**src/rtl/tcc_pkg.sv**
```systemverilog
package tcc_pkg;
    typedef enum logic {
        ST_IDLE = 1'b0,
        ST_HEAT = 1'b1
    } heat_state_e;

    localparam int CODE_W   = 4;
    localparam int CODE_MID = 8;
endpackage

```
**src/rtl/tcc_frame_timer.sv**
```systemverilog
module tcc_frame_timer #(
    parameter int TMO_W = 8
) (
    input  logic             clk,
    input  logic             rst_n,
    input  logic             clear,
    input  logic             step,
    input  logic [TMO_W-1:0] limit,
    output logic             hit
);
    logic [TMO_W-1:0] cnt;
    logic [TMO_W:0]   next_cnt;

    assign next_cnt = {1'b0, cnt} + 1'b1;
    assign hit      = step && (next_cnt >= {1'b0, limit});

    always_ff @(posedge clk or negedge rst_n) begin
        if (!rst_n) begin
            cnt <= '0;
        end else if (clear) begin
            cnt <= '0;
        end else if (step && !hit) begin
            cnt <= next_cnt[TMO_W-1:0];
        end
    end
endmodule

```
**src/rtl/tcc_delta.sv**
```systemverilog
module tcc_delta #(
    parameter int CODE_W = 4,
    parameter int MID    = 8
) (
    input  logic                clk,
    input  logic                rst_n,
    input  logic                load,
    input  logic [CODE_W-1:0]   code,
    output logic signed [CODE_W:0] delta
);
    localparam logic signed [CODE_W:0] MID_S = (CODE_W+1)'(MID);

    always_ff @(posedge clk or negedge rst_n) begin
        if (!rst_n) begin
            delta <= '0;
        end else if (load) begin
            delta <= $signed({1'b0, code}) - MID_S;
        end
    end
endmodule

```
**src/rtl/tcc_fsm.sv**
```systemverilog
module tcc_fsm
    import tcc_pkg::*;
#(
    parameter int CODE_W = 4,
    parameter int RISE   = 2
) (
    input  logic              clk,
    input  logic              rst_n,
    input  logic              frame_stb,
    input  logic [CODE_W-1:0] code,
    input  logic              low_contrast,
    input  logic              hold_off,
    input  logic              tmo_hit,
    output logic              timer_clear,
    output logic              timer_step,
    output logic              heater_en,
    output logic              heating,
    output logic              timeout_err
);
    localparam logic [CODE_W-1:0] SAT_CODE = {CODE_W{1'b1}};
    localparam logic [CODE_W:0]   RISE_V   = (CODE_W+1)'(RISE);

    heat_state_e       state, state_nx;
    logic [CODE_W-1:0] baseline;
    logic              start_ok, saturated, reached, live_frame;

    assign saturated  = (code == SAT_CODE);
    assign reached    = ({1'b0, code} >= ({1'b0, baseline} + RISE_V));
    assign start_ok   = frame_stb && low_contrast && !hold_off && !saturated;
    assign live_frame = frame_stb && !hold_off;

    always_comb begin
        state_nx = state;
        unique case (state)
            ST_IDLE: if (start_ok) state_nx = ST_HEAT;
            ST_HEAT: begin
                if (hold_off)
                    state_nx = ST_IDLE;
                else if (frame_stb && (saturated || reached || tmo_hit))
                    state_nx = ST_IDLE;
            end
            default: state_nx = ST_IDLE;
        endcase
    end

    always_ff @(posedge clk or negedge rst_n) begin
        if (!rst_n) begin
            state       <= ST_IDLE;
            baseline    <= '0;
            timeout_err <= 1'b0;
        end else begin
            state <= state_nx;
            if (state == ST_IDLE && start_ok) begin
                baseline    <= code;
                timeout_err <= 1'b0;
            end else if (state == ST_HEAT && live_frame && !saturated
                         && !reached && tmo_hit) begin
                timeout_err <= 1'b1;
            end
        end
    end

    always_comb begin
        heating     = (state == ST_HEAT);
        heater_en   = heating && !hold_off;
        timer_clear = (state == ST_IDLE);
        timer_step  = heating && live_frame && !saturated && !reached;
    end
endmodule

```
**src/rtl/thermal_contrast_ctrl.sv**
```systemverilog
module thermal_contrast_ctrl #(
    parameter int CODE_W = 4,
    parameter int TMO_W  = 8,
    parameter int RISE   = 2
) (
    input  logic                    clk,
    input  logic                    rst_n,
    input  logic                    frame_stb,
    input  logic [CODE_W-1:0]       temp_code,
    input  logic                    low_contrast,
    input  logic                    hold_off,
    input  logic [TMO_W-1:0]        timeout_frames,
    output logic                    heater_en,
    output logic                    heating,
    output logic                    timeout_err,
    output logic signed [CODE_W:0]  temp_delta
);
    logic t_clear, t_step, t_hit;

    tcc_frame_timer #(.TMO_W(TMO_W)) u_timer (
        .clk   (clk),
        .rst_n (rst_n),
        .clear (t_clear),
        .step  (t_step),
        .limit (timeout_frames),
        .hit   (t_hit)
    );

    tcc_delta #(.CODE_W(CODE_W), .MID(tcc_pkg::CODE_MID)) u_delta (
        .clk   (clk),
        .rst_n (rst_n),
        .load  (frame_stb),
        .code  (temp_code),
        .delta (temp_delta)
    );

    tcc_fsm #(.CODE_W(CODE_W), .RISE(RISE)) u_fsm (
        .clk          (clk),
        .rst_n        (rst_n),
        .frame_stb    (frame_stb),
        .code         (temp_code),
        .low_contrast (low_contrast),
        .hold_off     (hold_off),
        .tmo_hit      (t_hit),
        .timer_clear  (t_clear),
        .timer_step   (t_step),
        .heater_en    (heater_en),
        .heating      (heating),
        .timeout_err  (timeout_err)
    );
endmodule

```
**config.mk**
```make
export PLATFORM = sky130hd
export DESIGN_NAME = thermal_contrast_ctrl
export DESIGN_NICKNAME = d
export VERILOG_FILES = /design/src/rtl/tcc_pkg.sv /design/src/rtl/tcc_frame_timer.sv /design/src/rtl/tcc_delta.sv /design/src/rtl/tcc_fsm.sv /design/src/rtl/thermal_contrast_ctrl.sv
export SDC_FILE = /design/constraint.sdc
export NUM_CORES = 1
export LEC_CHECK = 0
export ABC_AREA = 1
export BUFFER_PORTS_ARGS = -buffer_cell sky130_fd_sc_hd__buf_2
export CAP_MARGIN = 20
export CORE_MARGIN = 1
export CORE_UTILIZATION = 48
export CTS_CLUSTER_SIZE = 14
export DETAILED_ROUTE_END_ITERATION = 12
export GPL_TIMING_DRIVEN = 0
export PLACE_DENSITY_LB_ADDON = 0.12
export SYNTH_ARGS = -nofsm -noshare
export SYNTH_HDL_FRONTEND = slang
export SYNTH_SLANG_ARGS = --single-unit
export TNS_END_PERCENT = 100
```
**constraint.sdc**
```tcl
create_clock -name clk -period 2.2 [get_ports clk]
set_clock_uncertainty 0.15 [all_clocks]
set_input_delay 0.33 -clock clk [delete_from_list [all_inputs] [get_ports clk]]
set_output_delay 0.33 -clock clk [all_outputs]
set_load 0.02 [all_outputs]
```
* After elaboration in Yosys (flattened, before gate mapping)
Cells that the tools add are included.
** Storage, ports and cells
- Register bits after elaboration :: 19
** Operators by class
- Equality and inequality tests :: 2
- Add/sub/neg operators :: 3
- $lt $le $gt $ge :: 2
- Bitwise gates (word level) :: 1
- Multiplexer cells :: 8
- Reductions and logical operators :: 20
** Operator list (number)
- $mux W8 :: 2
- $logic_and A1 B1 Y1 :: 13
- $add A8 B1 Y9 const B :: 1
- $ge A9 B8 Y1 :: 1
- $add A4 B2 Y5 const B :: 1
- $ge A4 B5 Y1 :: 1
- $mux W1 :: 5
- $sub A4 B4 Y5 const B :: 1
- $eq A4 B4 Y1 const B :: 1
- $logic_not A1 Y1 :: 4
- $logic_or A1 B1 Y1 :: 2
- $ne A2 B2 Y1 const B :: 1
- $pmux W1 S2 :: 1
- $reduce_bool A2 Y1 :: 1
- $not A1 Y1 :: 1

* Depth between registers and ports, before layout
- Word-level depth :: 11
- Depth in mapped cells :: 19
- Gate-level depth less buffers :: 19

* By module
Synthesis repeated with hierarchy kept, for this count alone.
** Second synthesis, totals
- Cell total of the unflattened synthesis :: 185
- Area, all modules :: 1370.1 µm²
** By module, submodules not included
- tcc_frame_timer :: area each 758.2 µm², instances 1, cells each 107, seq. area each 200.2 µm²
- tcc_fsm :: area each 451.7 µm², instances 1, cells each 59, seq. area each 150.1 µm²
- tcc_delta :: area each 160.2 µm², instances 1, cells each 19, seq. area each 100.1 µm²

* Least setup slack after synthesis
OpenSTA, ideal clock, no wires.
- Path kind :: flip-flop to flip-flop
- Start :: reg u_timer.cnt[0]
- End :: reg u_timer.cnt[4]
- Setup slack :: -0.047 ns
- Data arrival time :: 1.972 ns
- Setup time :: 0.125 ns
- Period minus slack after synthesis :: 2.247 ns
- Stages on the path, launching flop included :: 17
- Buffers on the path :: 1
- Data required time :: 1.925 ns
- Cells stage by stage :: dfrtp_1 -> ha_1 -> nand3_1 -> xor2_1 -> inv_1 -> ha_1 -> nand2_1 -> inv_1 -> nand2_1 -> nand3_1 -> nand2_1 -> nand2_1 -> nand2_1 -> nand3_2 -> buf_6 -> nand3_1 -> o21ai_1
** Between the ends
- Longest elaborated chain between the ends :: 6
- Elaborated cells between the ends (all ways) :: 8
** Ends and longest elaborated chain
- start: declaration :: RTL line tcc_frame_timer.sv:11 : logic [TMO_W-1:0] cnt;
- start signal: assignment :: RTL line tcc_frame_timer.sv:23 : cnt <= next_cnt[TMO_W-1:0];
- $add A8 B1 Y9 * :: RTL line tcc_frame_timer.sv:14 : assign next_cnt = {1'b0, cnt} + 1'b1;
- $ge A9 B8 Y1 :: RTL line tcc_frame_timer.sv:15 : assign hit = step && (next_cnt >= {1'b0, limit});
- $logic_and A1 B1 Y1 :: RTL line tcc_frame_timer.sv:15
- $logic_not A1 Y1 :: RTL line tcc_frame_timer.sv:22 : end else if (step && !hit) begin
- $logic_and A1 B1 Y1 :: RTL line tcc_frame_timer.sv:22
- $ne A2 B2 Y1 (no source line)
Every way passes the cells marked *; elsewhere a longest branch is shown, timed or not. The select of a mux whose other input is x is not followed.
A chain may end at the register's enable or synchronous reset.

* Worst setup path in the final report
- Start :: reg u_fsm.baseline[1]
- End :: reg u_timer.cnt[1]
** Between the ends
- Longest elaborated chain between the ends :: 8
** Ends and longest elaborated chain
- start: declaration :: RTL line tcc_fsm.sv:24 : logic [CODE_W-1:0] baseline;
- start signal: assignment :: RTL line tcc_fsm.sv:54 : baseline <= code;
- $add A4 B2 Y5 * :: RTL line tcc_fsm.sv:28 : assign reached = ({1'b0, code} >= ({1'b0, baseline} + RISE_V));
- $ge A4 B5 Y1 * :: RTL line tcc_fsm.sv:28
- $logic_not A1 Y1 * :: RTL line tcc_fsm.sv:67 : timer_step = heating && live_frame && !saturated && !reached;
- $logic_and A1 B1 Y1 * :: RTL line tcc_fsm.sv:67
- $logic_and A1 B1 Y1 :: RTL line tcc_frame_timer.sv:15
- $logic_not A1 Y1 :: RTL line tcc_frame_timer.sv:22
- $logic_and A1 B1 Y1 * :: RTL line tcc_frame_timer.sv:22
- $ne A2 B2 Y1 (no source line) *
Every way passes the cells marked *; elsewhere a longest branch is shown, timed or not.

==> flow_summary.json <==
{
  "status": "finished, violations left",
  "violations": "setup timing",
  "initialDrtViolationCount": 16,
  "synth.distinct_cells": 19,
  "reg2reg_slack_ns": -0.06,
  "cp.arrival_ns": 2.30,
  "htree_levels": 1,
  "r2r-start": "u_fsm.baseline[1]",
  "synth_warnings": 0,
  "worst_pin_slew_ns": 0.398,
  "diodes": 0,
  "dr.pass1.iters": 4,
  "grt_pass1_vias": 1030,
  "crit_start": "u_fsm.baseline[1]",
  "p_per_area_mw_per_mm2": 491,
  "max_freq_mhz": 442,
  "p_clk_frac": 0.253,
  "vias": 1107,
  "finalSetupViolations": 9,
  "synth.net_count": 189,
  "nNetsFinal": 228,
  "cts_root_buffer": "clkbuf_4",
  "leakage_nw": 0.925,
  "numCtsBuffers": 3,
  "rows": 17,
  "rsz0062_at_grt": "yes",
  "area_delta_synth_final_pct": 35.3,
  "synth_cells": 158,
  "cts_tree": "built",
  "cp_max_fo": 5,
  "cts_sinks": 18,
  "grt_pass1_wl_microns": 4310,
  "worst_setup_path_start_kind": "register",
  "p_seq_frac": 0.466,
  "dieArea_sq_mm": 0.00274,
  "start_util": 0.529,
  "core_sq_mm": 0.00230,
  "fillers": 183,
  "antenna_left": 0,
  "grtUsageTotal": 0.214,
  "p_sw_frac": 0.316,
  "viasPerCell": 4.94,
  "path_class": "reg -> reg",
  "total_power_mw": 0.808,
  "place.detailed.hpwl_microns": 1870,
  "gp_congestion": 0.847,
  "maxCapViolCount": 0,
  "path_clk_slew_ns": 0.11,
  "power_switching_mw": 0.255,
  "internal-power_mw": 0.552,
  "critPathCaptureType": "register",
  "die_h_microns": 52.3,
  "drive_gt1_frac": 0.388,
  "r2r-end": "u_timer.cnt[1]",
  "io_pins": 25,
  "slew_headroom": 0.735,
  "regArea_sq_um": 454,
  "die_w_microns": 52.3,
  "power.combinational.fraction": 0.281,
  "wl_per_cell_microns": 11.3,
  "grt_overflow": 0,
  "fin_crit_sh": 1.03,
  "grt_antenna_before_repair": 0,
  "slew_violations": 0,
  "syn-cell-area_sq_mm": 0.00121,
  "min_path_type": "in -> reg",
  "yosys_register_bits": 18,
  "period_needed_ns": 2.26,
  "ys_seq_area_frac": 0.371,
  "drt-total-wl_microns": 2520,
  "multi_input_comb_area_sq_um": 790,
  "setup_ws_ns": -0.0628,
  "crit_end": "u_timer.cnt[1]",
  "place_ws_ns": -0.239,
  "hold_viol": 0,
  "clkLatencyLatePin_ns": 0.30,
  "worstPathRequired_ns": 2.24,
  "avgSynthCellArea_sq_um": 7.69,
  "portBuffers": 24,
  "clock_path_buffers": 2,
  "drc": 0,
  "rr_worst_depth": 10,
  "peakVddDrop_mv": 0.461,
  "grt_max_degree": 19
}
power by group through the flow:
| stage | clock network, mW | logic, mW | registers (mW) |
|---|---|---|---|
| floorplan | 0 | 0.142 | 0.390 |
| global placement | 0 | 0.208 | 0.381 |
| detailed placement | 0 | 0.215 | 0.382 |
| CTS | 0.212 | 0.220 | 0.376 |
| global route | 0.228 | 0.263 | 0.380 |
| finish | 0.204 | 0.227 | 0.377 |
worst max-delay path, stage by stage (launching register included):
cell and delay (ns):
dfrtp_1 0.43, ha_1 0.30, inv_1 0.04, ha_1 0.28, a21oi_1 0.16, o21ai_2 0.09
nor3_2 0.29, nand3_4 0.15, buf_6 0.17, nand3_2 0.05, nand2_1 0.05
flip-flops by register name, indices dropped and copies added (netlist names):
| name | count |
|---|---|
| u_timer.cnt | 8 |
| u_delta.delta | 4 |
| u_fsm.baseline | 4 |
| u_fsm.heating | 1 |
| u_fsm.timeout_err | 1 |
cell type report:
class,instances,area share
Clock buffer,4,0.0221
Sequential cell,18,0.276
Tap cell,28,0.0213
Multi-Input combinational cell,110,0.480
Inverter,27,0.0616
Timing Repair Buffer,34,0.123
Buffer,3,0.0160
per-stage QoR:
| step | TNS, ns | area (sq um) | hold WS, ns | cells | util |
|---|---|---|---|---|---|
| 2_1_floorplan | 0 | 1220 | -0.116 | 158 | - |
| 3_3_place_gp | -1.39 | 1380 | 0.130 | 210 | 0.600 |
| 3_5_place_dp | -1.88 | 1380 | 0.131 | 210 | 0.600 |
| 4_1_cts | -1.08 | 1480 | 0.123 | 220 | 0.646 |
| 5_1_grt | -1.96 | 1640 | 0.125 | 224 | 0.716 |
| 6_report | -0.409 | 1640 | 0.126 | 224 | 0.716 |
per-layer routing:
| layer | global-route usage | share of wire |
|---|---|---|
| met3 | 0.0609 | 0.044 |
| met5 | 0 | 0 |
| met2 | 0.346 | 0.46 |
| met1 | 0.280 | 0.49 |
| met4 | 0.0482 | 0.0044 |
kinds of logic (layout without fill, tap and decap cells):
group           count (synthesis)  after routing  share of synthesized area
simple gates                   76             76                      0.272
buf+inv                        30             68                      0.105
flops                          18             18                      0.371
compound gates                 15             15                     0.0721
fa+ha+maj                      14             14                      0.144
xor+xnor                        5              5                     0.0360
worst min path at each step:
stage,startpoint,end,slack (ns),cells past startpoint
2_1_floorplan,rst_n,u_delta.delta[0],-0.12,0
6_report,temp_code[3],u_delta.delta[3],0.13,2
3_3_place_gp,rst_n,u_timer.cnt[6],0.13,1
4_1_cts,temp_code[3],u_delta.delta[3],0.12,2
5_1_grt,temp_code[3],u_delta.delta[3],0.13,2
3_5_place_dp,rst_n,u_timer.cnt[7],0.13,1
cell usage in the layout, fill, tap and decap left out, drive strengths merged:
| cell type | synthesis | routed |
|---|---|---|
| xnor2 | 1 | 1 |
| nand4 | 2 | 2 |
| nand3 | 16 | 16 |
| o21ai | 9 | 9 |
| nor2 | 15 | 15 |
| nand2 | 41 | 41 |
| buf | 3 | 36 |
| nor3b | 1 | 1 |
| a31oi | 1 | 1 |
| a21oi | 5 | 5 |
| dlygate4sd3 | 0 | 1 |
| nor3 | 1 | 1 |
| inv | 27 | 27 |
| clkbuf | 0 | 4 |
| dfrtp | 18 | 18 |
| ha | 14 | 14 |
| xor2 | 4 | 4 |
synthesized netlist by cell type (all sizes together):
cell type / n / area (sq um)
xnor2: 1 / 8.76
o21ai: 9 / 56.3
ha: 14 / 175
nor2: 15 / 56.3
xor2: 4 / 35.0
nor3: 1 / 10.0
nand3: 16 / 85.1
nand4: 2 / 12.5
a21oi: 5 / 25.0
nand2: 41 / 154
inv: 27 / 101
nor3b: 1 / 12.5
dfrtp: 18 / 450
buf: 3 / 26.3
a31oi: 1 / 6.26
timing repair:
item	in CTS	in global routing
hold endpoints to repair	18	0
pin swaps	1	12
hold buffers	1	0
gates cloned	0	1
setup buffers	5	3
resized for setup	3	33
setup endpoints to repair	10	10
(Power assumes the default switching activity.)
